File: src/rtl/mgmt_pkg.sv
package mgmt_pkg;
  // Field currently on the wire, decoded from the slot index
  typedef enum logic [2:0] {
    SEG_PRE,
    SEG_START,
    SEG_OP,
    SEG_PHY,
    SEG_REG,
    SEG_TA,
    SEG_DATA
  } seg_e;
endpackage

File: src/rtl/mgmt_bit_timer.sv
// Divides the system clock into bit slots: low half then high half.
module mgmt_bit_timer #(
  parameter int DIV = 4
) (
  input  logic clk,
  input  logic rst_n,
  input  logic run,
  output logic mdc_hi,
  output logic rise_stb,
  output logic slot_stb
);
  localparam int CW = (DIV > 0) ? $clog2(DIV + 1) : 1;
  localparam logic [CW-1:0] CMAX = CW'(DIV);

  logic [CW-1:0] cnt_q;
  logic          hi_q;
  logic          wrap;

  assign wrap = run && (cnt_q == CMAX);

  always_ff @(posedge clk or negedge rst_n) begin
    if (!rst_n) begin
      cnt_q <= '0;
      hi_q  <= 1'b0;
    end else if (!run) begin
      cnt_q <= '0;
      hi_q  <= 1'b0;
    end else if (wrap) begin
      cnt_q <= '0;
      hi_q  <= ~hi_q;
    end else begin
      cnt_q <= cnt_q + CW'(1);
    end
  end

  assign mdc_hi   = hi_q;
  assign rise_stb = wrap & ~hi_q;  // last cycle of low half: clock rises at this edge
  assign slot_stb = wrap & hi_q;   // last cycle of high half: slot ends at this edge
endmodule

File: src/rtl/mgmt_slot_decode.sv
// Counts bit slots and maps the count onto frame fields.
module mgmt_slot_decode
  import mgmt_pkg::*;
#(
  parameter int PRE_LEN = 33,
  parameter int PHY_W   = 5,
  parameter int REG_W   = 5,
  parameter int DATA_W  = 16
) (
  input  logic clk,
  input  logic rst_n,
  input  logic start,
  input  logic step,
  input  logic is_wr,
  output seg_e seg,
  output logic second,
  output logic last
);
  localparam int TOTAL = PRE_LEN + 4 + PHY_W + REG_W + 2 + DATA_W;
  localparam int SW    = $clog2(TOTAL + 1);

  localparam logic [SW-1:0] B_START = SW'(PRE_LEN);
  localparam logic [SW-1:0] B_OP    = SW'(PRE_LEN + 2);
  localparam logic [SW-1:0] B_PHY   = SW'(PRE_LEN + 4);
  localparam logic [SW-1:0] B_REG   = SW'(PRE_LEN + 4 + PHY_W);
  localparam logic [SW-1:0] B_TA    = SW'(PRE_LEN + 4 + PHY_W + REG_W);
  localparam logic [SW-1:0] B_D_RD  = SW'(PRE_LEN + 4 + PHY_W + REG_W + 1);
  localparam logic [SW-1:0] B_D_WR  = SW'(PRE_LEN + 4 + PHY_W + REG_W + 2);
  localparam logic [SW-1:0] L_RD    = SW'(PRE_LEN + 4 + PHY_W + REG_W + 1 + DATA_W - 1);
  localparam logic [SW-1:0] L_WR    = SW'(PRE_LEN + 4 + PHY_W + REG_W + 2 + DATA_W - 1);

  logic [SW-1:0] slot_q;
  logic [SW-1:0] data_base;

  assign data_base = is_wr ? B_D_WR : B_D_RD;
  assign last      = (slot_q == (is_wr ? L_WR : L_RD));
  assign second    = (slot_q == B_START + SW'(1)) ||
                     (slot_q == B_OP + SW'(1))    ||
                     (slot_q == B_TA + SW'(1));

  always_ff @(posedge clk or negedge rst_n) begin
    if (!rst_n)                slot_q <= '0;
    else if (start)            slot_q <= '0;
    else if (step && !last)    slot_q <= slot_q + SW'(1);
  end

  always_comb begin
    if      (slot_q < B_START)   seg = SEG_PRE;
    else if (slot_q < B_OP)      seg = SEG_START;
    else if (slot_q < B_PHY)     seg = SEG_OP;
    else if (slot_q < B_REG)     seg = SEG_PHY;
    else if (slot_q < B_TA)      seg = SEG_REG;
    else if (slot_q < data_base) seg = SEG_TA;
    else                         seg = SEG_DATA;
  end
endmodule

File: src/rtl/mgmt_line_drive.sv
// Holds the outgoing register number and the data shifter, and drives the lines.
module mgmt_line_drive
  import mgmt_pkg::*;
#(
  parameter int REG_W  = 5,
  parameter int DATA_W = 16
) (
  input  logic              clk,
  input  logic              rst_n,
  input  logic              load,
  input  logic              wr_in,
  input  logic [REG_W-1:0]  reg_in,
  input  logic [DATA_W-1:0] wdata_in,
  input  logic              active,
  input  logic              is_wr,
  input  seg_e              seg,
  input  logic              second,
  input  logic              rise_stb,
  input  logic              slot_stb,
  input  logic              mdi,
  output logic              mdo,
  output logic              mdo_oe,
  output logic [DATA_W-1:0] sr_data
);
  logic [REG_W-1:0]  reg_sr;
  logic [DATA_W-1:0] dat_sr;

  // One shifter serves both directions: writes drain it, reads fill it.
  always_ff @(posedge clk or negedge rst_n) begin
    if (!rst_n) begin
      reg_sr <= '0;
      dat_sr <= '0;
    end else if (load) begin
      reg_sr <= reg_in;
      dat_sr <= wr_in ? wdata_in : '0;
    end else begin
      if (slot_stb && seg == SEG_REG)
        reg_sr <= reg_sr << 1;
      if (is_wr && seg == SEG_DATA && slot_stb)
        dat_sr <= dat_sr << 1;
      else if (!is_wr && seg == SEG_DATA && rise_stb)
        dat_sr <= {dat_sr[DATA_W-2:0], mdi};
    end
  end

  always_comb begin
    mdo_oe = 1'b0;
    mdo    = 1'b0;
    if (active) begin
      mdo_oe = 1'b1;
      case (seg)
        SEG_PRE:   mdo = 1'b1;
        SEG_START: mdo = second;
        SEG_OP:    mdo = is_wr ? second : ~second;
        SEG_PHY:   mdo = 1'b0;
        SEG_REG:   mdo = reg_sr[REG_W-1];
        SEG_TA: begin
          mdo_oe = is_wr;
          mdo    = is_wr & ~second;
        end
        SEG_DATA: begin
          mdo_oe = is_wr;
          mdo    = is_wr & dat_sr[DATA_W-1];
        end
        default:   mdo = 1'b0;
      endcase
    end
  end

  assign sr_data = dat_sr;
endmodule

File: src/rtl/mgmt_frame_master.sv
module mgmt_frame_master
  import mgmt_pkg::*;
#(
  parameter int DIV     = 4,
  parameter int PRE_LEN = 33,
  parameter int PHY_W   = 5,
  parameter int REG_W   = 5,
  parameter int DATA_W  = 16
) (
  input  logic              clk,
  input  logic              rst_n,
  input  logic              cmd_valid,
  output logic              cmd_ready,
  input  logic              cmd_write,
  input  logic [REG_W-1:0]  cmd_reg,
  input  logic [DATA_W-1:0] cmd_wdata,
  output logic              busy,
  output logic              rsp_valid,
  output logic [DATA_W-1:0] rsp_data,
  output logic              mdc,
  output logic              mdo,
  output logic              mdo_oe,
  input  logic              mdi
);
  logic busy_q, wr_q, rsp_q;
  logic accept, finish;
  logic mdc_hi, rise_stb, slot_stb;
  logic second, last;
  seg_e seg;

  assign accept = cmd_valid & ~busy_q;
  assign finish = slot_stb & last;

  always_ff @(posedge clk or negedge rst_n) begin
    if (!rst_n) begin
      busy_q <= 1'b0;
      wr_q   <= 1'b0;
      rsp_q  <= 1'b0;
    end else begin
      rsp_q <= finish;
      if (accept) begin
        busy_q <= 1'b1;
        wr_q   <= cmd_write;
      end else if (finish) begin
        busy_q <= 1'b0;
      end
    end
  end

  mgmt_bit_timer #(.DIV(DIV)) u_timer (
    .clk      (clk),
    .rst_n    (rst_n),
    .run      (busy_q),
    .mdc_hi   (mdc_hi),
    .rise_stb (rise_stb),
    .slot_stb (slot_stb)
  );

  mgmt_slot_decode #(
    .PRE_LEN (PRE_LEN),
    .PHY_W   (PHY_W),
    .REG_W   (REG_W),
    .DATA_W  (DATA_W)
  ) u_decode (
    .clk    (clk),
    .rst_n  (rst_n),
    .start  (accept),
    .step   (slot_stb),
    .is_wr  (wr_q),
    .seg    (seg),
    .second (second),
    .last   (last)
  );

  mgmt_line_drive #(
    .REG_W  (REG_W),
    .DATA_W (DATA_W)
  ) u_drive (
    .clk      (clk),
    .rst_n    (rst_n),
    .load     (accept),
    .wr_in    (cmd_write),
    .reg_in   (cmd_reg),
    .wdata_in (cmd_wdata),
    .active   (busy_q),
    .is_wr    (wr_q),
    .seg      (seg),
    .second   (second),
    .rise_stb (rise_stb),
    .slot_stb (slot_stb),
    .mdi      (mdi),
    .mdo      (mdo),
    .mdo_oe   (mdo_oe),
    .sr_data  (rsp_data)
  );

  assign cmd_ready = ~busy_q;
  assign busy      = busy_q;
  assign rsp_valid = rsp_q;
  assign mdc       = mdc_hi;
endmodule

File: config.mk
export PLATFORM = sky130hd
export DESIGN_NAME = mgmt_frame_master
export DESIGN_NICKNAME = d
export VERILOG_FILES = /design/src/rtl/mgmt_pkg.sv /design/src/rtl/mgmt_bit_timer.sv /design/src/rtl/mgmt_slot_decode.sv /design/src/rtl/mgmt_line_drive.sv /design/src/rtl/mgmt_frame_master.sv
export SDC_FILE = /design/constraint.sdc
export NUM_CORES = 1
export LEC_CHECK = 0
export CORE_ASPECT_RATIO = 0.6
export CORE_MARGIN = 8
export CORE_UTILIZATION = 50
export CTS_CLUSTER_SIZE = 30
export DETAILED_ROUTE_END_ITERATION = 8
export PLACE_DENSITY = 0.92
export REMOVE_ABC_BUFFERS = 1
export SETUP_SLACK_MARGIN = 0.3
export SLEW_MARGIN = 20
export SYNTH_ARGS = -nofsm -noshare
export SYNTH_HDL_FRONTEND = slang
export SYNTH_SLANG_ARGS = --single-unit
File: constraint.sdc
create_clock -name clk -period 3.9 [get_ports clk]
set_input_delay 1.17 -clock clk [delete_from_list [all_inputs] [get_ports clk]]
set_output_delay 1.17 -clock clk [all_outputs]
set_load 0.03 [all_outputs]
[Yosys cells after proc, flatten, opt, wreduce, memory -nomap -nowiden]
Cells that the tools add are included.
Storage, ports and cells
  register bits: 35
  output and inout port bits: 22
Cells by class
  add/sub/neg operators: 2
  magnitude comparators: 6
  reductions and logical operators: 17
  muxes and demuxes: 27
  bitwise logic cells: 9
  equality and inequality tests: 11
Operators by type and width (number)
  16-bit two-way mux: 4
  7-bit by 6-bit less-than comparator with 1-bit output, second input constant: 5
  7-bit by 6-bit == test with 1-bit output, second input constant: 3
  3-bit two-way mux: 7
  7-bit two-way mux: 3
  3-bit == test, second input constant: 4
  5-bit two-way mux: 2
  1-bit two-way mux: 9
  7-bit by 1-bit adder with 7-bit output, second input constant: 1
  7-bit == test: 1
  1-bit logical AND: 7
  7-bit less-than comparator: 1
  1-bit AND: 6
  1-bit one-hot mux with 6 select lines: 1
  2-bit nonzero test: 3
  3-bit by 1-bit adder with 3-bit output, second input constant: 1
  3-bit by 1-bit == test with 1-bit output, second input constant: 1
  3-bit by 2-bit == test with 1-bit output, second input constant: 1
  3-bit logical NOT: 1
  1-bit NOT: 3
  3-bit nonzero test: 1
  1-bit logical NOT: 2
  1-bit logical OR: 2
  2-bit two-way mux: 1
  2 further kinds: 2

[Logic depth before layout (Yosys ltp)]
  depth in word-level cells: 14
  depth in mapped cells: 9
  gate-level depth less buffers: 8

[By module]
A second synthesis with hierarchy kept.
Unflattened totals
  cells, all modules: 241
  area total of the unflattened synthesis: 2248.4 µm²
By module, submodules not included
  mgmt_line_drive: instances 1, area each 1253.7 µm², cells an instance 142
  mgmt_slot_decode: instances 1, area each 661.9 µm², cells an instance 72
  mgmt_bit_timer: instances 1, area each 211.5 µm², cells an instance 19
  mgmt_frame_master: instances 1, area each 121.4 µm², cells an instance 8

[Worst setup path before layout]
No wires, ideal clock.
  path type: register -> output
  start point: reg u_decode.slot_q[1]
  end point: out mdo
  stages on the path, launching flop included: 7
  path slack: 0.472 ns
  arrival time: 2.258 ns
  buffers on the path: 0
  cell sequence: dfrtp_1 or3_4 o32a_2 a22oi_1 o21ai_0 a211o_1 a21oi_1
On the way
  cells in the longest elaborated chain, start to end: 10
Ends and longest elaborated chain
  start: declaration: RTL line mgmt_slot_decode.sv:32  | logic [SW-1:0] slot_q;
  start signal: assignment: RTL line mgmt_slot_decode.sv:44  | else if (step && !last) slot_q <= slot_q + SW'(1);
  7-bit less-than comparator: RTL line mgmt_slot_decode.sv:53  | else if (slot_q < data_base) seg = SEG_TA;
  2-bit two-way mux: RTL line mgmt_slot_decode.sv:53
  3-bit two-way mux: RTL line mgmt_slot_decode.sv:52  | else if (slot_q < B_TA) seg = SEG_REG;
  3-bit two-way mux: RTL line mgmt_slot_decode.sv:51  | else if (slot_q < B_REG) seg = SEG_PHY;
  3-bit two-way mux: RTL line mgmt_slot_decode.sv:50  | else if (slot_q < B_PHY) seg = SEG_OP;
  3-bit two-way mux: RTL line mgmt_slot_decode.sv:49  | else if (slot_q < B_OP) seg = SEG_START;
  3-bit two-way mux: RTL line mgmt_slot_decode.sv:48  | if (slot_q < B_START) seg = SEG_PRE;
  3-bit == test, or another cell as far along: RTL line mgmt_line_drive.sv:51  | case (seg)
  1-bit one-hot mux with 6 select lines *: RTL line mgmt_line_drive.sv:51
  1-bit two-way mux *: RTL line mgmt_line_drive.sv:49  | if (active) begin
  end: declaration: RTL line mgmt_frame_master.sv:21  | output logic mdo,
Mark *: on every way between the ends. The rest lies on a longest branch, timed or not.

[Worst setup path after layout]
Same ends and word-level chain as after synthesis.

==> flow_metrics.py <==
metrics = {
    "power_and_ir_drop": {
        "clock_power_share_pct": 15.8,
        "p_sw_uw": 789.3,
        "pwr-share-comb_pct": 50.1,
        "internal_power_mw": 1.107,
        "p_sw_share_pct": 41.62,
        "pwr_density_cell_nw_per_um2": 695.6,
        "p_leak_nw": 1.197,
        "seq_power_share_pct": 34.1,
        "vdd_drop_max_v": 0.0004768,
        "p_total_mw": 1.896,
    },
    "setup_path": {
        "arrival_ns": 2.34,
        "r2r_cells": 6,
        "cp.buffers_inverters": 1,
        "path_delay_family": "compound AO/OA/AOI/OAI gates",
        "r2r_setup_slack_ns": 1.23,
        "cpMaxStageDelayCell": "dfrtp_2",
        "crit_start": "u_decode.slot_q[1]",
        "cp_data_required_time_ns": 2.73,
        "worstReg2RegEnd": "u_drive.sr_data[4]",
        "cp_cell_sequence": "or3_4, o32a_2, a22oi_2, o21ai_0, a211o_1, a21oi_1, buf_2",
        "max_stage_delay_ns": 0.47,
        "worstSetupPathType": "flop to output pin",
        "critPathMaxFanout": 9,
        "crit_path_end_kind": "output pin",
        "r2r-start": "u_decode.slot_q[1]",
        "critPathLaunchType": "flop",
    },
    "die": {
        "die_y_um": 65.99,
        "floorplan.initialDensity_pct": 51.36,
        "std_cell_rows": 18,
        "die_x_um": 99.31,
        "pin_count": 48,
        "die-area_sq_um": 6553,
        "core_area_sq_um": 4054,
    },
    "clocking": {
        "clock_path_buffers": 2,
        "cts_tree": "built",
        "clk_pin_slew_worst_paths_ns": 0.07,
        "clk_latency_ns": 0.29,
        "cts_sinks": 35,
        "numCtsBuffers": 5,
        "cts_max_level": 2,
        "root_buffer": "clkbuf_8",
    },
    "placement": {
        "routabilityCongestion": 0.9841,
        "dpl_worst_slack_ns": 0.1207,
        "io_buffers": 47,
        "dp_hpwl_mm": 3.699,
    },
    "cells_and_area": {
        "final_nets": 285,
        "fillers": 322,
        "multi_input_area_sq_um": 1107,
        "drive_gt1_share_pct": 17.72,
        "syn2layout_area_growth_pct": 30.95,
        "utilization_pct": 67.25,
        "register_area_sq_um": 879.6,
        "insertedDiodeCount": 0,
    },
    "routing": {
        "first_iter_violations": 123,
        "vias": 1704,
        "drt_wl_total_mm": 4.972,
        "via_per_inst": 5.605,
        "drcViolationCount": 0,
        "first_pass_iters": 4,
        "ant_nets": 0,
        "wl_per_cell_um": 16.36,
    },
    "synthesis": {
        "ys_types": 47,
        "synthArstFlopShare_pct": 100.0,
        "synth-seq-cells": 35,
        "synth.top_cell.area_share_pct": 42.07,
        "yosys-top-cells-count": "dfrtp_1 (35), nor2_1 (17), nand2_1 (16)",
        "seq_area_frac_synth_pct": 42.07,
        "yosysMostFrequentCell": "dfrtp_1",
        "avgSynthCellArea_sq_um": 10.31,
        "synth_top_cells_by_area": "dfrtp_1 (42%), mux2_4 (6.5%), a22o_1 (6.3%)",
        "synth_top_cell_by_area": "dfrtp_1",
        "synth_area_sq_um": 2082,
        "synth_edf_count": 0,
        "yosys_warnings": 0,
        "ys.flop_type": "dfrtp_1",
        "synthCells": 202,
    },
    "timing": {
        "tightest_slew_ns": 0.7584,
        "worst_hold_slack_ns": 0.5421,
        "setup_viol": 0,
        "period_share_pct": 90.10,
        "fin_skew_ns": 0.007823,
        "finalHoldViolCount": 0,
        "setup_slack_ns": 0.3861,
        "final.min_clock_period_ns": 3.514,
        "fin_setup_tns_ns": 0,
        "rsz0062_at_grt": "false",
        "slew_headroom_pct": 49.28,
        "drv_slew": 0,
        "fmax_mhz": 284.6,
    },
    "worst_hold_path": {
        "whs_endpoint": "u_drive.sr_data[0]",
        "holdPathStages": 1,
        "hp-class": "flop to flop",
        "worstHoldStart": "u_drive.sr_data[0]",
    },
    "global_route": {
        "grt_pass1_vias": 1638,
        "grt_overflow": 0,
        "grt.total_usage_pct": 15.72,
        "antenna_found_initial": 0,
        "grt_pass1_wl_mm": 8.224,
        "grt_max_degree": 36,
    },
    "job": {
        "cap_violations": 0,
    },
    "run_status": {
        "status": "finished clean",
    },
}
## cell usage in the layout (no fill, tap or decap), types with 2 or more instances in the layout
cell type        count
clkdlybuf4s50_1     45
dfrtp_1             32
nor2_1              17
nand2_1             16
a22o_1              15
inv_1               13
a21oi_1             12
o21ai_0              9
mux2_4               9
buf_4                8
mux2i_1              7
clkbuf_8             7
mux2_2               6
ha_1                 6
xor2_1               4
nor3_1               3
nand3_1              3
dfrtp_2              3
and2_1               2
and3_1               2
nand4_1              2
nor2b_1              2
a21o_1               2
xnor2_1              2
## how the worst max path moves through the flow
stage          depth (start not counted)      to
3_3_place_gp                           7     mdo
4_1_cts                                7  mdo_oe
2_1_floorplan                          6     mdo
6_report                               7     mdo
3_5_place_dp                           9     mdo
5_1_grt                                7     mdo
## cell type report
cell class	instances	share of cell area (%)
multi-input combinational	142	40.61
sequential	35	32.26
timing repair buffer	55	19.09
clock buffer	7	3.534
tap	50	2.295
inverter	14	1.927
clock inverter	1	0.2754
## sequential cells by signal, indices dropped and copies added, names as in the netlist
register	count
u_drive.sr_data	16
u_decode.slot_q	7
u_drive.reg_sr	5
u_timer.cnt_q	3
busy	1
rsp_valid	1
u_timer.mdc_hi	1
wr_q	1
## per-stage QoR
stage / area (sq um) / instances
after detailed placement: 2618 / 296
after global placement: 2618 / 296
after global routing: 2726 / 304
final: 2726 / 304
after floorplan: 2024 / 191
after CTS: 2726 / 304
## what timing repair did
item,CTS,global route
hold buffers,0,0
setup endpoints to repair,2,2
cloned,0,0
resized for setup,9,5
setup buffers,0,0
## power by group through the flow
stage          Combinational [mW]  Clock, mW  Sequential, mW
2_1_floorplan               0.476          0           0.763
3_3_place_gp                0.946          0           0.636
3_5_place_dp                0.954          0           0.640
4_1_cts                     0.953      0.305           0.639
5_1_grt                      1.03      0.321           0.668
6_report                    0.950      0.300           0.647
## kinds of logic (layout without fill, tap and decap cells)
logic type,after synthesis,count (layout),synth area share (%)
AND/OR/NAND/NOR,54,54,12.80
adder cells (fa/ha/maj),6,6,3.606
multiplexers,22,22,13.10
XOR/XNOR,6,6,2.524
AO/OA/AOI/OAI,54,54,20.61
flip-flops,35,35,42.07
buffers and inverters,25,77,5.288
## worst reg2reg max path, stage by stage, from the launching register on
cell     delay [ns]
dfrtp_2        0.47
or3_4          0.42
o21ai_0        0.31
o21ba_2        0.18
o31ai_1        0.11
a41oi_4        0.66
mux2_2         0.42
## per-layer routing
layer	track usage, %	part of all wire (%)	up-vias
met2	23.65	44	52
met3	5.672	7.3	4
met4	3.371	0.42	0
li1	-	-	825
met1	21.15	48	823
met5	0	0	-
Power figures use the tool's default switching activity.
